File: src/rtl/t1rt_pkg.sv
`timescale 1ns/1ps
// t1rt_pkg: shared types and frame-number decoders for the T1 receive timing block.
// Assumes frame numbers are kept zero-based (0 = frame 1 of the multiframe).
package t1rt_pkg;

    typedef enum logic [1:0] {
        FMT_SF  = 2'b00,
        FMT_ESF = 2'b01,
        FMT_ZB  = 2'b10,
        FMT_RSV = 2'b11
    } fmt_e;

    localparam int MF_SHORT    = 12;
    localparam int MF_LONG     = 24;
    localparam int SIG_SPACING = 6;
    localparam int FRM_W       = $clog2(MF_LONG);

    // Last zero-based frame index of the multiframe for a format.
    function automatic logic [FRM_W-1:0] mf_last(fmt_e f);
        return (f == FMT_SF) ? FRM_W'(MF_SHORT - 1) : FRM_W'(MF_LONG - 1);
    endfunction

    // Signalling frame: every sixth frame (frame numbers 6, 12, 18, 24).
    function automatic logic sig_frame(logic [FRM_W-1:0] n);
        return (n % FRM_W'(SIG_SPACING)) == FRM_W'(SIG_SPACING - 1);
    endfunction

    // Frame whose framing bit belongs to the link for a format.
    function automatic logic link_frame(fmt_e f, logic [FRM_W-1:0] n);
        if (f == FMT_SF)
            return n[0];
        else if (f == FMT_ZB)
            return n[1:0] == 2'b00;
        else
            return !n[0];
    endfunction

endpackage

File: src/rtl/t1rt_count.sv
`timescale 1ns/1ps
// t1rt_count: bit-position, channel, slot and frame counters plus the run flag.
// Assumes frame_start marks the last bit before a framing bit; the counters
// free-run between frame_start pulses and reload on each one.
module t1rt_count
    import t1rt_pkg::*;
#(
    parameter int CHANNELS = 24,
    parameter int CH_BITS  = 8,
    localparam int FRAME_BITS = 1 + CHANNELS * CH_BITS,
    localparam int POS_W  = $clog2(FRAME_BITS),
    localparam int CH_W   = $clog2(CHANNELS),
    localparam int SLOT_W = $clog2(CH_BITS)
) (
    input  logic              clk,
    input  logic              rst_n,
    input  fmt_e              fmt,
    input  logic              aligned,
    input  logic              frame_start,
    input  logic              mf_start,
    output logic [POS_W-1:0]  pos,
    output logic [CH_W-1:0]   chan,
    output logic [SLOT_W-1:0] slot,
    output logic [FRM_W-1:0]  frm,
    output logic [FRM_W-1:0]  nxt_frm,
    output logic              run
);
    localparam logic [POS_W-1:0]  POS_LAST  = POS_W'(FRAME_BITS - 1);
    localparam logic [SLOT_W-1:0] SLOT_LAST = SLOT_W'(CH_BITS - 1);

    logic wrap;

    // Next frame index with multiframe wrap for the selected format.
    always_comb begin
        wrap    = frame_start || (pos == POS_LAST);
        nxt_frm = (frm >= mf_last(fmt)) ? '0 : frm + 1'b1;
    end

    // Bit position within the frame.
    always_ff @(posedge clk) begin
        if (!rst_n)    pos <= '0;
        else if (wrap) pos <= '0;
        else           pos <= pos + 1'b1;
    end

    // Channel number and bit slot inside the channel (valid when pos != 0).
    always_ff @(posedge clk) begin
        if (!rst_n || wrap) begin
            chan <= '0;
            slot <= '0;
        end else if (pos != '0) begin
            if (slot == SLOT_LAST) begin
                slot <= '0;
                chan <= chan + 1'b1;
            end else begin
                slot <= slot + 1'b1;
            end
        end
    end

    // Frame number within the multiframe.
    always_ff @(posedge clk) begin
        if (!rst_n)                       frm <= '0;
        else if (frame_start && mf_start) frm <= '0;
        else if (wrap)                    frm <= nxt_frm;
    end

    // Outputs run only after a frame_start seen while aligned.
    always_ff @(posedge clk) begin
        if (!rst_n || !aligned) run <= 1'b0;
        else if (frame_start)   run <= 1'b1;
    end

endmodule

File: src/rtl/t1rt_link.sv
`timescale 1ns/1ps
// t1rt_link: captures the next link frame's framing bit from the leading
// receive stream so it is shown one bit before that frame starts.
// Assumes rx_data leads the counter position by two bit periods.
module t1rt_link
    import t1rt_pkg::*;
#(
    parameter int POS_W   = 8,
    parameter int PRE_POS = 191
) (
    input  logic             clk,
    input  logic             rst_n,
    input  fmt_e             fmt,
    input  logic [POS_W-1:0] pos,
    input  logic [FRM_W-1:0] nxt_frm,
    input  logic             rx_data,
    output logic             link_q
);
    // Load the link bit at the bit before the last when the next frame carries one.
    always_ff @(posedge clk) begin
        if (!rst_n)
            link_q <= 1'b0;
        else if (pos == POS_W'(PRE_POS) && link_frame(fmt, nxt_frm))
            link_q <= rx_data;
    end

endmodule

File: src/rtl/t1rt_decode.sv
`timescale 1ns/1ps
// t1rt_decode: combinational decode of the counters into the sync pulses and
// the shared clock/data pair. Assumes all inputs are registered state.
module t1rt_decode
    import t1rt_pkg::*;
#(
    parameter int CHANNELS = 24,
    parameter int CH_BITS  = 8,
    localparam int FRAME_BITS = 1 + CHANNELS * CH_BITS,
    localparam int POS_W  = $clog2(FRAME_BITS),
    localparam int CH_W   = $clog2(CHANNELS),
    localparam int SLOT_W = $clog2(CH_BITS)
) (
    input  fmt_e              fmt,
    input  logic              active,
    input  logic              link_sel,
    input  logic              dbl_sig_en,
    input  logic [CHANNELS-1:0] chan_mask,
    input  logic [POS_W-1:0]  pos,
    input  logic [CH_W-1:0]   chan,
    input  logic [SLOT_W-1:0] slot,
    input  logic [FRM_W-1:0]  frm,
    input  logic              link_q,
    output logic              frame_sync,
    output logic              mframe_sync,
    output logic              aux_clk,
    output logic              aux_dat
);
    logic [CHANNELS-1:0] hit;
    logic is_fbit, ch_clk, ch_blk, lk_clk;

    // One hit term per channel: this channel is live and its mask bit is set.
    for (genvar i = 0; i < CHANNELS; i++) begin : g_mask
        assign hit[i] = (chan == CH_W'(i)) && chan_mask[i];
    end

    // Strobe decode, output select and alignment gating.
    always_comb begin
        is_fbit     = (pos == '0);
        ch_clk      = !is_fbit && (slot == SLOT_W'(CH_BITS - 1));
        ch_blk      = !is_fbit && (|hit);
        lk_clk      = is_fbit && link_frame(fmt, frm);
        frame_sync  = active && (is_fbit ||
                      (pos == POS_W'(1) && dbl_sig_en && sig_frame(frm)));
        mframe_sync = active && is_fbit && (frm == '0);
        aux_clk     = active && (link_sel ? lk_clk : ch_clk);
        aux_dat     = active && (link_sel ? link_q : ch_blk);
    end

endmodule

File: src/rtl/t1_rx_timing.sv
`timescale 1ns/1ps
// t1_rx_timing: T1 receive timing pulse generator. One counter set drives
// frame sync, multiframe sync and a shared clock/data pair.
// Assumes the upstream framer has found alignment and supplies frame_start
// in the last bit time of each frame it wants to (re)align.
module t1_rx_timing
    import t1rt_pkg::*;
#(
    parameter int CHANNELS = 24,
    parameter int CH_BITS  = 8
) (
    input  logic                clk,
    input  logic                rst_n,
    input  logic [1:0]          fmt,
    input  logic                link_sel,
    input  logic                dbl_sig_en,
    input  logic [CHANNELS-1:0] chan_mask,
    input  logic                aligned,
    input  logic                frame_start,
    input  logic                mf_start,
    input  logic                rx_data,
    output logic                frame_sync,
    output logic                mframe_sync,
    output logic                aux_clk,
    output logic                aux_dat
);
    localparam int FRAME_BITS = 1 + CHANNELS * CH_BITS;
    localparam int POS_W  = $clog2(FRAME_BITS);
    localparam int CH_W   = $clog2(CHANNELS);
    localparam int SLOT_W = $clog2(CH_BITS);

    fmt_e              fmt_s;
    logic [POS_W-1:0]  pos;
    logic [CH_W-1:0]   chan;
    logic [SLOT_W-1:0] slot;
    logic [FRM_W-1:0]  frm, nxt_frm;
    logic              run, link_q;

    assign fmt_s = fmt_e'(fmt);

    t1rt_count #(.CHANNELS(CHANNELS), .CH_BITS(CH_BITS)) u_count (
        .clk(clk), .rst_n(rst_n), .fmt(fmt_s), .aligned(aligned),
        .frame_start(frame_start), .mf_start(mf_start),
        .pos(pos), .chan(chan), .slot(slot), .frm(frm),
        .nxt_frm(nxt_frm), .run(run)
    );

    t1rt_link #(.POS_W(POS_W), .PRE_POS(FRAME_BITS - 2)) u_link (
        .clk(clk), .rst_n(rst_n), .fmt(fmt_s), .pos(pos),
        .nxt_frm(nxt_frm), .rx_data(rx_data), .link_q(link_q)
    );

    t1rt_decode #(.CHANNELS(CHANNELS), .CH_BITS(CH_BITS)) u_decode (
        .fmt(fmt_s), .active(aligned && run), .link_sel(link_sel),
        .dbl_sig_en(dbl_sig_en), .chan_mask(chan_mask),
        .pos(pos), .chan(chan), .slot(slot), .frm(frm), .link_q(link_q),
        .frame_sync(frame_sync), .mframe_sync(mframe_sync),
        .aux_clk(aux_clk), .aux_dat(aux_dat)
    );

endmodule

File: config.mk
export PLATFORM = sky130hd
export DESIGN_NAME = t1_rx_timing
export DESIGN_NICKNAME = d
export VERILOG_FILES = /design/src/rtl/t1rt_pkg.sv /design/src/rtl/t1rt_count.sv /design/src/rtl/t1rt_link.sv /design/src/rtl/t1rt_decode.sv /design/src/rtl/t1_rx_timing.sv
export SDC_FILE = /design/constraint.sdc
export NUM_CORES = 1
export LEC_CHECK = 0
export BUFFER_PORTS_ARGS = -buffer_cell sky130_fd_sc_hd__buf_4
export CAP_MARGIN = 20
export CORE_MARGIN = 2
export CORE_UTILIZATION = 54
export CTS_CLUSTER_DIAMETER = 50
export DETAILED_ROUTE_END_ITERATION = 16
export GPL_ROUTABILITY_DRIVEN = 0
export PLACE_DENSITY = 0.79
export SLEW_MARGIN = 20
export SYNTH_ARGS = -nofsm -noshare
export SYNTH_HDL_FRONTEND = slang
export SYNTH_SLANG_ARGS = --single-unit
File: constraint.sdc
create_clock -name clk -period 2.6 [get_ports clk]
set_clock_uncertainty 0.05 [all_clocks]
set_input_delay 0.26 -clock clk [delete_from_list [all_inputs] [get_ports clk]]
set_output_delay 0.26 -clock clk [all_outputs]
set_load 0.01 [all_outputs]
==> impl_metrics.json <==
{
  "cts_hold_buf": 0,
  "hpwl_mm": 3.134,
  "grt_max_degree": 14,
  "cp_top_family": "compound AO/OA/AOI/OAI gates",
  "syn-cell-area_um2": 1774,
  "vias_per_cell": 5.609,
  "grt_overflow": 0,
  "ys.flop_type": "dfxtp_1",
  "switchingPower_w": 0.0001652,
  "yosys_warnings": 0,
  "numPortBuffers": 37,
  "antenna_found_initial": 0,
  "regArea_um2": 466.7,
  "first_iter_violations": 124,
  "multi_input_area_um2": 1275,
  "pwr_density_cell_nw_per_um2": 288.8,
  "setup_viol": 0,
  "cp_num_buf_inv": 2,
  "nets": 313,
  "cts_root_buffer": "clkbuf_4",
  "crit_top_cell": "o21ai_1",
  "worst_pin_slew_ps": 412.1,
  "wl_per_cell_um": 13.31,
  "required_ps": 2290,
  "critPathSlowestCell": "dfxtp_4",
  "place_ws_ps": 200.1,
  "worstSetupEndpointType": "primary output",
  "syn-num-nets": 268,
  "final_antenna_net_count": 0,
  "internal_power_w": 0.0004769,
  "rows": 20,
  "synth.distinct_cells": 51,
  "syn_inst": 216,
  "maxCapViolations": 0,
  "die_x_um": 61.32,
  "synthArstFlopShare": 0,
  "clk_pin_slew_ps": 120,
  "fillers": 252,
  "grt_pass1_wl_mm": 6.230,
  "clkSinkCount": 23,
  "slew_headroom": 0.7249,
  "ys_seq_area_frac": 0.2595,
  "outcome": "complete, no violations",
  "syn_avg_cell_area_um2": 8.214,
  "drive_above_1_share": 0.2885,
  "max_freq_mhz": 399.4,
  "cts_inserted_buffers": 3,
  "dpl_cell_area_um2": 2110,
  "hold_violations": 0,
  "max_stage_delay_ps": 380,
  "seqPwrFrac": 0.560,
  "drv_slew": 0,
  "period_share": 0.9630,
  "hold_class": "input pin to register",
  "drt_wl_total_mm": 4.045,
  "yosys-top-cells-area": "dfxtp_1 (26%), ha_1 (13%), nand2_1 (5.5%)",
  "fp.coreArea_um2": 3078,
  "synth_top_area_cell": "dfxtp_1",
  "diodes": 0,
  "drc_errors": 0,
  "io_pins": 38,
  "startpoint_type": "register",
  "die_area_um2": 3760,
  "htreeDepth": 1,
  "synth_edf_count": 0,
  "setup_ws_ps": 96.12,
  "synth.most_common_cell": "nand2_1",
  "dr_total_vias": 1705,
  "cts.path.max_buffers": 2,
  "switching_share": 0.2573,
  "synth_common_cells": "nand2_1 (26), dfxtp_1 (23), nor2_1 (21)",
  "gr-usage-all-layers": 0.2183,
  "start_util": 0.5764,
  "first_global_vias": 1453,
  "design_area_um2": 2223,
  "p_leak_nw": 0.8957,
  "die_h_um": 61.32,
  "period_minus_slack_ps": 2504,
  "worst-path-max-fanout": 5,
  "p_comb_frac": 0.184,
  "path_cells": "and2_4, nand2b_4, ha_4, nand3_1, o21ai_1, ha_2, inv_1, o41ai_2, o21ai_1, o21ai_1, buf_4",
  "dr.pass1.iters": 4,
  "cts_tree": "yes",
  "synth_top_cell_area_share": 0.2595,
  "clock_power_share": 0.256,
  "worstSkewPairLatency_ps": 310,
  "synth-seq-cells": 23,
  "arrival_ps": 2190,
  "peakVddDrop_v": 0.0002538,
  "crit_type": "register to primary output",
  "area_delta_synth_final_pct": 25.32
}
[cells in the final DEF, fill, tap and decap left out, types with 2 or more instances in the layout]
cell | Yosys | final
a211oi_1 | 2 | 2
a21oi_1 | 9 | 9
a21oi_2 | 2 | 2
a221oi_1 | 2 | 2
a22oi_1 | 4 | 4
a31oi_1 | 2 | 2
and3_1 | 3 | 3
buf_4 | 0 | 47
clkbuf_4 | 0 | 3
dfxtp_1 | 23 | 20
dfxtp_2 | 0 | 2
ha_1 | 18 | 11
ha_2 | 0 | 5
ha_4 | 0 | 2
inv_1 | 11 | 10
mux2_2 | 2 | 2
mux2i_1 | 7 | 7
nand2_1 | 26 | 26
nand2b_1 | 4 | 3
nand3_1 | 10 | 10
nand3b_1 | 3 | 3
nand4_1 | 2 | 2
nor2_1 | 21 | 21
nor2b_1 | 6 | 6
nor3_1 | 5 | 4
nor3b_1 | 3 | 3
o211a_1 | 2 | 2
o21ai_0 | 11 | 8
o21ai_1 | 0 | 3
xnor2_1 | 5 | 5
xor2_1 | 4 | 4
[power groups by stage]
stage	clock [W]	sequential (W)	combinational [W]
floorplan	0	0.000369	0.0000550
global placement	0	0.000369	0.000114
detailed placement	0	0.000369	0.000116
CTS	0.000167	0.000360	0.000116
global route	0.000181	0.000361	0.000128
finish	0.000164	0.000360	0.000118
[cells by family (layout without fill, tap and decap cells)]
kind of cell               Yosys count  after routing  share of synthesized area
buffers and inverters               19             63                    0.05570
muxes                               10             10                    0.06488
adders and majority gates           18             18                     0.1269
xor gates and xnor gates             9              9                    0.04443
AOI/OAI and AO/OA                   50             50                     0.2038
DFF                                 23             23                     0.2595
and+or+nand+nor                     87             87                     0.2447
[what timing repair did]
item                                    CTS  global route
pin swaps                                 0             5
setup buffers                             0             3
endpoints found under the setup margin    2             2
resized for setup                         5            16
[flip-flops by register name (all words and copies together), names as in the netlist]
register	count
u_count.slot	3
u_count.pos	8
u_count.frm	5
u_count.chan	5
u_count.run	1
u_link.link_q	1
[stage by stage]
stage | hold slack (ps) | instances | total power, W | utilization | TNS (ps)
3_3_place_gp | 420.9 | 297 | 0.0004827 | 0.6854 | 0
2_1_floorplan | 343.4 | 216 | 0.0004239 | - | 0
6_report | 136.4 | 304 | 0.0006421 | 0.7224 | 0
3_5_place_dp | 432.0 | 297 | 0.0004843 | 0.6854 | 0
5_1_grt | 145.3 | 304 | 0.0006706 | 0.7224 | -8.160
4_1_cts | 131.9 | 301 | 0.0006425 | 0.7004 | 0
[final timing paths]
kind | start | to | slack, ps | depth (start not counted)
setup / recovery | u_count.frm[3] | frame_sync | 100 | 11
hold / removal | aligned | u_count.run | 140 | 2
setup reg to reg | u_count.frm[3] | u_count.frm[3] | 700 | 8
hold reg to reg | u_count.pos[0] | u_count.pos[0] | 460 | 1
[worst reg2reg max path: cells and delay by family, from the launching register on]
family,cells,cell delay [ps]
compound gates,4,720
fa+ha+maj,1,270
buf+inv,2,280
flops,1,380
simple gates,1,120
[final cells by class]
class                      instances  area share
sequential                        23      0.2099
inverter                          11     0.01857
multi-input combinational        174      0.5734
tap                               44     0.02476
clock buffer                       3     0.01013
timing repair buffer              48      0.1609
clock inverter                     1    0.002251
[metal layers]
layer	wire (um)	global-route usage
met1	1881	0.3085
met2	1798	0.3632
met3	322	0.01891
met4	42	0.04658
met5	0	0
Note: power is estimated with default switching activity, not from simulation.
